<file path="config.mk">
export PLATFORM = sky130hd
export DESIGN_NAME = pcie_bringup_seq
export DESIGN_NICKNAME = d
export VERILOG_FILES = /design/src/rtl/bup_pkg.sv /design/src/rtl/bup_tick_count.sv /design/src/rtl/bup_fsm.sv /design/src/rtl/pcie_bringup_seq.sv
export SDC_FILE = /design/constraint.sdc
export NUM_CORES = 1
export LEC_CHECK = 0
export BUFFER_PORTS_ARGS = -buffer_cell sky130_fd_sc_hd__clkbuf_2
export CAP_MARGIN = 20
export CORE_ASPECT_RATIO = 0.5
export CORE_MARGIN = 2
export CORE_UTILIZATION = 56
export CTS_BUF_LIST = sky130_fd_sc_hd__clkbuf_16
export CTS_CLUSTER_SIZE = 12
export DETAILED_ROUTE_END_ITERATION = 6
export HOLD_SLACK_MARGIN = 0.02
export PLACE_DENSITY = 0.85
export SYNTH_ARGS = -nofsm -noshare
export SYNTH_HDL_FRONTEND = slang
export SYNTH_SLANG_ARGS = --single-unit
</file>
<file path="constraint.sdc">
create_clock -name clk_i -period 6.48 [get_ports clk_i]
set_input_delay 0.324 -clock clk_i [delete_from_list [all_inputs] [get_ports clk_i]]
set_output_delay 0.324 -clock clk_i [all_outputs]
set_load 0.03 [all_outputs]
</file>
<file path="src/rtl/bup_pkg.sv">
package bup_pkg;
  typedef enum logic [3:0] {
    S_IDLE, S_APP, S_PERST, S_PWR, S_REQ0, S_WAIT0, S_REQ1, S_WAIT1,
    S_CLKEN, S_HOLD, S_RELEASE, S_WAIT_RDY, S_UNGATE, S_TRAIN, S_WAIT_LINK, S_FINISH
  } bup_state_e;

  typedef enum logic [1:0] {LIM_ACK, LIM_HOLD, LIM_RDY, LIM_LINK} bup_lim_e;

  localparam logic [1:0] ERR_NONE = 2'd0;
  localparam logic [1:0] ERR_ACK  = 2'd1;
  localparam logic [1:0] ERR_RDY  = 2'd2;
  localparam logic [1:0] ERR_LINK = 2'd3;
endpackage

</file>
<file path="src/rtl/bup_tick_count.sv">
module bup_tick_count #(
  parameter int CNT_W = 18
) (
  input  logic             clk_i,
  input  logic             rst_ni,
  input  logic             clr_i,
  input  logic             tick_i,
  input  logic [CNT_W-1:0] limit_i,
  output logic             expired_o
);
  logic [CNT_W-1:0] cnt_q;

  assign expired_o = (cnt_q >= limit_i);

  always_ff @(posedge clk_i or negedge rst_ni) begin
    if (!rst_ni)                    cnt_q <= '0;
    else if (clr_i)                 cnt_q <= '0;
    else if (tick_i && !expired_o)  cnt_q <= cnt_q + 1'b1;
  end


  clr_zero_chk: assert property (@(posedge clk_i) disable iff (!rst_ni)
    clr_i |=> (cnt_q == '0));
endmodule

</file>
<file path="src/rtl/bup_fsm.sv">
module bup_fsm
  import bup_pkg::*;
(
  input  logic       clk_i,
  input  logic       rst_ni,
  input  logic       start_i,
  input  logic       pwr_sel_i,
  input  logic [1:0] refclk_ack_i,
  input  logic       port_ready_i,
  input  logic       link_up_i,
  input  logic       expired_i,
  output logic       tmr_clr_o,
  output bup_lim_e   lim_sel_o,
  output logic       app_clk_en_o,
  output logic       perst_n_o,
  output logic       pwr_en_o,
  output logic [1:0] refclk_req_o,
  output logic [1:0] refclk_en_o,
  output logic       port_refclk_en_o,
  output logic       refclk_cgdis_o,
  output logic       app_cgdis_o,
  output logic       train_start_o,
  output logic       busy_o,
  output logic       done_o,
  output logic [1:0] err_o
);
  bup_state_e state_q, state_d;
  logic       pwr_q;

  always_comb begin
    state_d = state_q;
    unique case (state_q)
      S_IDLE:      if (start_i) state_d = link_up_i ? S_FINISH : S_APP;
      S_APP:       state_d = S_PERST;
      S_PERST:     state_d = S_PWR;
      S_PWR:       state_d = S_REQ0;
      S_REQ0:      state_d = S_WAIT0;
      S_WAIT0:     if (refclk_ack_i[0] || expired_i) state_d = S_REQ1;
      S_REQ1:      state_d = S_WAIT1;
      S_WAIT1:     if (refclk_ack_i[1] || expired_i) state_d = S_CLKEN;
      S_CLKEN:     state_d = S_HOLD;
      S_HOLD:      if (expired_i) state_d = S_RELEASE;
      S_RELEASE:   state_d = S_WAIT_RDY;
      S_WAIT_RDY:  if (port_ready_i) state_d = S_UNGATE;
                   else if (expired_i) state_d = S_FINISH;
      S_UNGATE:    state_d = S_TRAIN;
      S_TRAIN:     state_d = S_WAIT_LINK;
      S_WAIT_LINK: if (link_up_i || expired_i) state_d = S_FINISH;
      S_FINISH:    state_d = S_IDLE;
      default:     state_d = S_IDLE;
    endcase
  end

  always_comb begin
    unique case (state_q)
      S_WAIT0, S_WAIT1: lim_sel_o = LIM_ACK;
      S_HOLD:           lim_sel_o = LIM_HOLD;
      S_WAIT_RDY:       lim_sel_o = LIM_RDY;
      default:          lim_sel_o = LIM_LINK;
    endcase
  end

  // timer restarts in the step ahead of each wait
  assign tmr_clr_o = (state_q == S_REQ0) || (state_q == S_REQ1) || (state_q == S_CLKEN) ||
                     (state_q == S_RELEASE) || (state_q == S_TRAIN);
  assign train_start_o = (state_q == S_TRAIN);
  assign done_o        = (state_q == S_FINISH);
  assign busy_o        = (state_q != S_IDLE);

  always_ff @(posedge clk_i or negedge rst_ni) begin
    if (!rst_ni) begin
      state_q          <= S_IDLE;
      pwr_q            <= 1'b0;
      app_clk_en_o     <= 1'b0;
      perst_n_o        <= 1'b1;
      pwr_en_o         <= 1'b0;
      refclk_req_o     <= '0;
      refclk_en_o      <= '0;
      port_refclk_en_o <= 1'b0;
      refclk_cgdis_o   <= 1'b1;
      app_cgdis_o      <= 1'b1;
      err_o            <= ERR_NONE;
    end else begin
      state_q <= state_d;
      unique case (state_q)
        S_IDLE: if (start_i) begin
          err_o <= ERR_NONE;
          pwr_q <= pwr_sel_i;
        end
        S_APP:     app_clk_en_o <= 1'b1;
        S_PERST:   perst_n_o    <= 1'b0;
        S_PWR:     if (pwr_q) pwr_en_o <= 1'b1;
        S_REQ0:    refclk_req_o[0] <= 1'b1;
        S_WAIT0:   if (!refclk_ack_i[0] && expired_i) err_o <= ERR_ACK;
        S_REQ1:    refclk_req_o[1] <= 1'b1;
        S_WAIT1:   if (!refclk_ack_i[1] && expired_i) err_o <= ERR_ACK;
        S_CLKEN: begin
          refclk_en_o      <= 2'b11;
          port_refclk_en_o <= 1'b1;
        end
        S_RELEASE: perst_n_o <= 1'b1;
        S_WAIT_RDY: if (!port_ready_i && expired_i) err_o <= ERR_RDY;
        S_UNGATE: begin
          refclk_cgdis_o <= 1'b0;
          app_cgdis_o    <= 1'b0;
        end
        S_WAIT_LINK: if (!link_up_i && expired_i) err_o <= ERR_LINK;
        default: ;
      endcase
    end
  end


  link_up_skip_chk: assert property (@(posedge clk_i) disable iff (!rst_ni)
    (!busy_o && start_i && link_up_i) |=> (done_o && $stable(perst_n_o) && $stable(app_clk_en_o)));

  req0_order_chk: assert property (@(posedge clk_i) disable iff (!rst_ni)
    $rose(refclk_req_o[0]) |-> (app_clk_en_o && !perst_n_o));

  clk_en_chk: assert property (@(posedge clk_i) disable iff (!rst_ni)
    $rose(port_refclk_en_o) |-> (refclk_req_o == 2'b11 && refclk_en_o == 2'b11 && !perst_n_o));

  train_released_chk: assert property (@(posedge clk_i) disable iff (!rst_ni)
    train_start_o |-> perst_n_o);

  ungate_chk: assert property (@(posedge clk_i) disable iff (!rst_ni)
    train_start_o |-> (!refclk_cgdis_o && !app_cgdis_o));

  pulse_excl_chk: assert property (@(posedge clk_i) disable iff (!rst_ni)
    $onehot0({done_o, train_start_o}));
endmodule

</file>
<file path="src/rtl/pcie_bringup_seq.sv">
module pcie_bringup_seq
  import bup_pkg::*;
#(
  parameter int POLL_TICKS     = 100,
  parameter int ACK_POLLS      = 500,
  parameter int RDY_POLLS      = 2500,
  parameter int LINK_POLLS     = 1000,
  parameter int HOLD_PWR_TICKS = 100000,
  parameter int HOLD_TICKS     = 100
) (
  input  logic       clk_i,
  input  logic       rst_ni,
  input  logic       start_i,
  input  logic       pwr_sel_i,
  input  logic       tick_i,
  input  logic [1:0] refclk_ack_i,
  input  logic       port_ready_i,
  input  logic       link_up_i,
  output logic       app_clk_en_o,
  output logic       perst_n_o,
  output logic       pwr_en_o,
  output logic [1:0] refclk_req_o,
  output logic [1:0] refclk_en_o,
  output logic       port_refclk_en_o,
  output logic       refclk_cgdis_o,
  output logic       app_cgdis_o,
  output logic       train_start_o,
  output logic       busy_o,
  output logic       done_o,
  output logic [1:0] err_o
);
  localparam int ACK_LIM  = ACK_POLLS * POLL_TICKS;
  localparam int RDY_LIM  = RDY_POLLS * POLL_TICKS;
  localparam int LINK_LIM = LINK_POLLS * POLL_TICKS;
  localparam int MAX_A    = (ACK_LIM > RDY_LIM) ? ACK_LIM : RDY_LIM;
  localparam int MAX_B    = (LINK_LIM > HOLD_PWR_TICKS) ? LINK_LIM : HOLD_PWR_TICKS;
  localparam int MAX_C    = (MAX_A > MAX_B) ? MAX_A : MAX_B;
  localparam int MAX_LIM  = (MAX_C > HOLD_TICKS) ? MAX_C : HOLD_TICKS;
  localparam int CNT_W    = $clog2(MAX_LIM + 1);

  logic             tmr_clr, expired;
  bup_lim_e         lim_sel;
  logic [CNT_W-1:0] limit;

  always_comb begin
    unique case (lim_sel)
      LIM_ACK:  limit = CNT_W'(ACK_LIM);
      LIM_HOLD: limit = pwr_en_o ? CNT_W'(HOLD_PWR_TICKS) : CNT_W'(HOLD_TICKS);
      LIM_RDY:  limit = CNT_W'(RDY_LIM);
      default:  limit = CNT_W'(LINK_LIM);
    endcase
  end

  bup_tick_count #(.CNT_W(CNT_W)) u_tmr (
    .clk_i, .rst_ni, .clr_i(tmr_clr), .tick_i, .limit_i(limit), .expired_o(expired)
  );

  bup_fsm u_fsm (
    .clk_i, .rst_ni, .start_i, .pwr_sel_i, .refclk_ack_i, .port_ready_i, .link_up_i,
    .expired_i(expired), .tmr_clr_o(tmr_clr), .lim_sel_o(lim_sel),
    .app_clk_en_o, .perst_n_o, .pwr_en_o, .refclk_req_o, .refclk_en_o,
    .port_refclk_en_o, .refclk_cgdis_o, .app_cgdis_o, .train_start_o,
    .busy_o, .done_o, .err_o
  );
endmodule

</file>
==> summary by stage, run 1 <==
Status
The run finished with clean final reports.

Critical path
The worst setup path is launched from a flip-flop. Along the worst path, the maximum fanout reaches 14. The kind of cell with the highest combined delay along the critical path is simple AND/OR/NAND/NOR gates.

For the worst setup path, the data arrival time is 3610 ps. For flop-to-flop paths, the worst setup slack is 3020 ps. Walking the worst path, the cells encountered are nor2b_1, nand3_1, nand2_1, inv_1, ha_1, and4_1, o21ai_0, o21ai_1, o21ai_2, and2_4, a41o_1, a211o_1, mux2_1. Among all stages on the critical path, the largest delay is contributed by dfrtp_1. The critical path is of the reg2reg type. The number of buffer and inverter instances along the worst setup path is 1.

The endpoint of the lowest-slack register-to-register path is u_fsm.err_o[0]. In this run the worst setup path begins at u_fsm.state_q[3]. Counting cells, the worst reg-to-reg path comes to 13. At the worst endpoint, the required time is 6630 ps. The endpoint type of the worst setup path is a flip-flop. For this run, the slowest stage of the critical path takes 580 ps. The worst register-to-register path begins at u_fsm.state_q[3].

Clocking
The total clock sinks is 32. Clock latency on the worst-skew pair, taken at its later pin, is 280 ps. The clock edge transition at the registers on the reported setup and hold paths is 50 ps. The clock passes through at most 2 buffers. The buffer type at the clock tree root is clkbuf_16. TritonCTS built the clock tree.

The number of gates resized after CTS was 0. The post-CTS setup repair buffer count is 0. The number of buffers added to fix hold violations after cts is 0.

TritonCTS created 5 clock buffers. The level count of the clock H-tree is 2.

Floorplan
The initial utilization of the core area, before any placement, comes to 0.6000. The die is 47.36 microns tall. During I/O placement, the number of pins put on the boundary was 24. The floorplan has 15 rows. The floorplan core area is 3510 sq um.

The floorplan die width is 90.72 microns. The die area is 4297 sq um.

Yosys
The dominant cell type by area after synthesis is dfrtp_1. The most used flip-flop cell after synthesis is dfrtp_1. The number of synthesized flops with an enable pin is 0. The post-synth net total is 257.

The library cell with the highest instance count after synthesis is dfrtp_1. After technology mapping, the gate count stands at 233. After synthesis, the cell types taking the most area are dfrtp_1 (36%), ha_1 (8.9%), nand2_1 (4.8%), xor2_1 (4.2%), a21oi_1 (3.8%).

The commonest cells after synthesis are dfrtp_1 (30), nand2_1 (27), nor2_1 (18). Yosys mapped the design onto 52 distinct sky130hd cell types. In this run the mean area of a mapped cell was 9.038 sq um. Of the post-synthesis cell area, the dominant cell type holds 0.3565. Synthesis inferred 32 register bits.

The synthesized netlist occupies a cell area of 2106 sq um. The share of the yosys chip area belonging to registers is 0.3815. The number of synthesis warnings is 0. In the synthesized netlist the async set-or-reset flop fraction comes to 1.000.

Power
Of the total power, the clock network draws 0.218. The proportion of total power due to net switching is 0.4457. The part of the power in combinational logic is 0.456. Of the total power, registers draw 0.326. The cell-internal power is 552.2 uW. The worst-case vdd ir drop is 0.0002858 V.

In this run the power spent charging and discharging nets is 444.0 uW. The static leakage is 0.001121 uW. The power density over the cells is 422.6 nW/um^2.

Detailed routing
The count of TritonRoute iterations in the first routing pass is 4. The detail route stage leaves a number of antenna-violating nets equal to 0. After detailed routing, the number of vias per cell comes to 5.931. The number of DRC violations after detailed-routing iteration 0 is 163. Detailed routing inserted a total of 1809 vias. The remaining design rule violation count is 0. The total wirelength of the detailed-routed design is 4633 microns.

Dividing the detail-routed wire length by the instance count gives 15.19 microns.

Finish
The layout-stage area growth over the synthesis result is 11.94%. The final layout contains 277 nets. The antenna cell count is 0.

Once layout is complete, the utilization of the core stands at 0.6717. The layout cell share with drive strength beyond 1 is 0.1772.

Timing
The relative slew slack is 0.4641. The number of slew-limit violations in the final report was 0. After routing, the total negative slack on setup checks comes to 0 ps. Of the available clock period, the critical path in the final layout requires 0.5339.

The measured slew at the worst slew-check pin is 803.9 ps. The final critical-path required period is 3460 ps. The final hold violation count is 0. Setup repair after global routing left no endpoint under its margin. Setup violations remaining at the end of the flow were counted as 0.

The worst clock skew on the final layout is 4.748 ps. Based on the critical path, the design can be clocked at up to 289.1 MHz.

Global routing
In this run the most used layer during global routing was met2. For met2 alone, demand over resource in global routing was 0.3701. After global routing the overflow that remains totals 0. The via count of the first global-routing pass is 1577. Entering global routing, the biggest net connects 33 pins. For met3 alone, demand over resource in global routing was 0.06742.

The first-pass GRT wire length is 7562 microns. The global routing usage on met1 is 0.3011. For this run, the total global-route usage over all layers was measured as 0.2341. The number of antenna violations at the first check in global routing is 0.

Placed design
The HPWL after detailed placement is 3308 microns. The quantity of I/O buffers inserted on ports is 23. The congestion estimate from routability-driven global placement came to 0.9432.

Run
The max-cap check violation count is 0.

Hold path
The tightest min-delay check is of the in2async type.
## flip-flops by register name (all words and copies together) (netlist names)
signal	cells
u_fsm.refclk_req_o	2
u_fsm.refclk_en_o	1
u_fsm.pwr_en_o	1
u_fsm.err_o	2
u_tmr.cnt_q	18
u_fsm.state_q	4
u_fsm.app_clk_en_o	1
u_fsm.refclk_cgdis_o	1
u_fsm.pwr_q	1
u_fsm.perst_n_o	1
## worst max path at each step
stage,endpoint,slack [ps],cells past startpoint
2_1_floorplan,u_fsm.err_o[0],3320,15
3_3_place_gp,u_fsm.err_o[1],3360,13
3_5_place_dp,u_fsm.err_o[0],3140,13
4_1_cts,u_fsm.err_o[0],3090,13
5_1_grt,u_fsm.err_o[0],2840,13
6_report,u_fsm.err_o[0],3020,13
## through the flow
step	cells	hold slack [ps]	instance area (sq um)	total power (uW)	setup slack, ps
detailed placement	297	451.1	2221	770.7	3144
CTS	305	149.9	2357	995.5	3086
finish	305	126.8	2357	996.1	3020
global placement	297	429.7	2221	756.1	3355
floorplan	233	28.41	2106	659.6	3323
global route	305	197.0	2357	1062	2842
## power by group through the flow
| stage | Combinational, uW | Clock, uW | Sequential [uW] |
|---|---|---|---|
| floorplan | 334 | 0 | 326 |
| global placement | 434 | 0 | 322 |
| detailed placement | 444 | 0 | 327 |
| CTS | 453 | 220 | 323 |
| global route | 500 | 229 | 334 |
| finish | 454 | 217 | 325 |
## layout make-up
type | count | area (sq um)
multi-input combinational | 183 | 1205
timing repair buffer | 24 | 122.6
sequential | 32 | 803.3
tap | 51 | 63.81
clock inverter | 3 | 11.26
clock buffer | 5 | 125.1
inverter | 7 | 26.28
fill | 267 | 1152
## cells in the final DEF (no fill, tap or decap), drive strengths merged, types with 3 or more instances in the layout
cell type,n
dfrtp,30
clkbuf,28
nand2,27
nor2,18
a21oi,17
ha,15
o21ai,15
nand3,12
xor2,10
inv,9
and3,7
nand2b,5
a21o,5
or3,5
nor3,4
o21a,4
mux2,4
nor2b,3
and4,3
o211ai,3
## metal layers
layer | share of wire | wire [microns]
met1 | 0.46 | 2113
met4 | 0.034 | 159
met2 | 0.44 | 2042
met5 | 0 | 0
met3 | 0.069 | 318
## cell families (layout without fill, tap and decap cells)
group | count (synthesis) | count (layout) | synth area share
and+or+nand+nor | 94 | 94 | 0.2329
xor gates and xnor gates | 12 | 12 | 0.04991
AOI/OAI and AO/OA | 58 | 58 | 0.1789
DFF | 32 | 32 | 0.3815
muxes | 4 | 4 | 0.02139
buffers and inverters | 18 | 39 | 0.04634
adders and majority gates | 15 | 15 | 0.08913
Power figures use the tool's default switching activity.
==> run 2, diff against run 1 <==
ABC_AREA = 1   (was not set)
CORE_UTILIZATION = 53   (was 56)
PLACE_DENSITY = 0.84   (was 0.85)
clock period = 2.77 ns   (was 6.48 ns; I/O delays follow)
==> summary by stage, run 2 <==
Yosys
After synthesis, the most frequently instantiated cells are nand2_1 (82), inv_1 (40), nor2_1 (32). Ranked by total cell area, the synthesized netlist is headed by dfrtp_1 (33%), nand2_1 (14%), ha_1 (8.3%), inv_1 (6.6%), nor2_1 (5.3%). The share of synthesized flip-flops with an asynchronous set or reset is 1.000. In the post-synthesis netlist, the cell with the most instances is nand2_1. For this run, the register share of the synthesized area comes to 0.3535. The post-synthesis cell area is 2272 sq um. The dominant cell type by area after synthesis is dfrtp_1.

The post-synth net total is 337. Yosys printed 0 warnings. Yosys mapped the design onto 34 distinct sky130hd cell types. The synthesized design contains 0 enable-type register cells.

The share of synthesized area in the top cell type comes to 0.3304. The total of flip-flops plus latches after synthesis is 32. Synthesis handed over a netlist of 313 instances. In this run the mean area of a mapped cell was 7.259 sq um. In the synthesized netlist the dominant register cell turns out to be dfrtp_1.

Detailed routing
The detail route stage leaves a number of antenna-violating nets equal to 0. The number of DRC violations after detailed-routing iteration 0 is 161. Before antenna repair, the detailed router went through 5 iterations.

For this block, the via count after detailed routing is 2397. The total wirelength of the detailed-routed design is 6335 microns. In the routed design, unresolved DRC markers number 0. Dividing the detail-routed wire length by the instance count gives 15.60 microns. The average via count per standard cell is 5.904.

Timing
The worst clock skew on the final layout is 5.215 ps. After routing, the total negative slack on setup checks comes to -485.9 ps. The worst-case hold slack is 102.8 ps. Dividing the final minimum period by the clock period gives 1.059.

The worst-case setup margin in the final layout is -162.4 ps. The number of slew-limit violations in the final report is 0. Static timing analysis puts the maximum clock frequency at 341.0 MHz. Setup repair after global routing could not meet its margin everywhere. The final critical-path required period is 2932 ps. The final hold violation count was 0. Setup violations remaining at the end of the flow were counted as 9. In this run the tightest slew margin relative to its limit is 0.4582.

At the pin with the least slew margin, the transition time is 812.7 ps.

Global routing
After global routing the overflow that remains totals 0. The first-pass GRT wire length is 9411 microns. The via count of the first global-routing pass is 2187. The maximum number of pins on one net before global-route repair is 33. Across every metal layer, demand over resource in global routing totals 0.2522. The number of antenna violations at the first check in global routing is 0.

Critical path
For the worst flop-to-flop path, the logic depth is 23. The endpoint type of the worst setup path is a flip-flop. Traced cell by cell, the critical path runs through inv_2, nor2_4, inv_4, nor2_4, inv_2, nor2_4, nor2_2, nand2_2, inv_2, ha_4, nand2_1, nor2_2, nand3_1, nor2_1, nor2_2, nand2_4, nand2_2, nand2_1, nand2_1, nor2_2, nand2_1, nand2_1, nand2_1. The cell with the largest stage delay on the worst path is dfrtp_1.

The most repeated library cell on the critical path is nand2_1. Of all nets on the critical path, the largest fanout is 6. The delay of the slowest critical-path stage is 410 ps. At the worst endpoint, the arrival time is 3090 ps. STA classifies the critical path startpoint as a flip-flop. By startpoint and endpoint, the worst setup path is classified as reg2reg. The worst endpoint required time is 2930 ps.

Finish
Counting flops per register, the top entry is u_tmr.cnt_q. The layout cell share with drive strength beyond 1 is 0.2500. The layout-stage area growth over the synthesis result is 21.97%. The top cell types in the final layout, fill and taps aside, are nand2_1 (76), inv_1 (38), dfrtp_1 (29).

The antenna cell count is 0. For this run, the post-layout net count is 375. The number of fillers in the final layout is 280.

The largest registers in the layout are u_tmr.cnt_q (18), u_fsm.state_q (4). The most common cell after layout, fill and taps aside is nand2_1. The flip-flop count of the largest register, all copies and words added is 18.

Floorplan
The vertical extent of the die is 50.30 microns. The die is 96.60 microns wide. The I/O pin total is 24. The die covers 4859 sq um.

For this configuration, the core starts out at a cell density of 0.5675. The standard-cell row count is 16. The floorplan core area is 4004 sq um.

Status
The final reports fail on negative setup slack. The run finished, with violations left.

Clocking
The total clock sinks is 32. The number of clock buffers added by TritonCTS is 5. The H-tree was split into 2 levels.

The buffer type at the clock tree root is clkbuf_16. For the worst-skew pair, the clock arrives at the later sink with an insertion delay of 280 ps. The clock passes through at most 2 buffers. The clock tree from TritonCTS is built.

The clock edge transition at the registers on the reported setup and hold paths is 50 ps.

Power
The worst-case vdd ir drop is 0.0004380 V. The power density over the cells is 957.0 nW/um^2. The analysis attributes to cell leakage a power of 0.001320 uW. Overall power consumption after layout is estimated at 2652 uW.

Placed design
Timing analysis after detailed placement gives a worst setup slack of -13.62 ps. The final weighted congestion of routability-driven global placement is 1.045. Summed over all nets, the half-perimeter wirelength after detailed placement is 4269 microns. The count of buffers added on input and output ports is 23.

Hold path
The worst hold path belongs to the class in2reg. The worst hold path passes through 2 cells.

Run
The max-cap check violation count is 0.
run 2: cell types whose count changed in the layout (fill, tap and decap cells not counted), sizes merged, moves of 6 or more:
cell and change:
nand4 +6, nand2 +58, nor3 +6, a21oi -7, inv +40, nor2 +20, buf +11, and3 -7
o21ai +7
run 2: logic make-up after synthesis:
group                    count (synthesis)  share of synthesized area
multiplexers                             1                   0.004956
buffers and inverters                   52                    0.09857
flip-flops                              32                     0.3535
adder cells (fa/ha/maj)                 15                    0.08260
AO/OA/AOI/OAI                           42                     0.1090
AND/OR/NAND/NOR                        166                     0.3321
XOR/XNOR                                 5                    0.01927
run 2: critical path: cells and delay by family, from the launching register on:
| family | cells | cell delay [ps] |
|---|---|---|
| adders and majority gates | 1 | 260 |
| DFF | 1 | 410 |
| and+or+nand+nor | 18 | 1850 |
| buffers and inverters | 4 | 300 |
run 2: layout make-up:
class                           count  area [sq um]  share of cell area
Multi-Input combinational cell    229          1363              0.4916
Tap cell                           54         67.56             0.02438
Timing Repair Buffer               36         215.2             0.07765
Clock inverter                      3         12.51            0.004515
Inverter                           47         183.9             0.06637
Clock buffer                        5         125.1             0.04515
Sequential cell                    32         804.5              0.2903
run 2: worst paths after layout:
| path | start | to | slack [ps] |
|---|---|---|---|
| max in group asynchronous | rst_ni | u_fsm.state_q[1] | 1720 |
| max | u_fsm.state_q[0] | u_fsm.err_o[0] | -160 |
| min | pwr_sel_i | u_fsm.pwr_q | 100 |
| min reg2reg | u_fsm.refclk_req_o[0] | u_fsm.refclk_req_o[0] | 450 |
| max reg2reg | u_fsm.state_q[0] | u_fsm.err_o[0] | -160 |
| min in group asynchronous | rst_ni | u_tmr.cnt_q[1] | 480 |
run 2: metal layers:
metal / share of wire / GRT usage / vias up
met1: 0.40 / 0.3025 / 1104
met4: 0.048 / 0.1150 / 0
met3: 0.082 / 0.06006 / 42
li1: - / - / 1094
met2: 0.47 / 0.4306 / 157
met5: 0 / 0 / -
run 2: through the flow:
step	utilization	instance area [sq um]	instances
after floorplan	-	2272	313
after global placement	0.6094	2440	389
after detailed placement	0.6094	2440	389
after CTS	0.6481	2595	398
after global routing	0.6922	2771	406
final	0.6922	2771	406
run 2: what timing repair did:
| item | in CTS | in global routing |
|---|---|---|
| buffers inserted | 0 | 8 |
| pin swaps | 0 | 13 |
| endpoints found under the hold margin | 30 | 0 |
| hold buffers | 1 | 0 |
| gates resized for setup | 3 | 32 |
| setup endpoints to repair | 6 | 24 |
run 2: power by group:
part / leakage [uW] / total (uW) / switching (uW) / internal (uW)
Sequential: 0.000404 / 700 / 115 / 585
Clock: 0.0000762 / 520 / 196 / 324
Combinational: 0.000840 / 1430 / 962 / 471
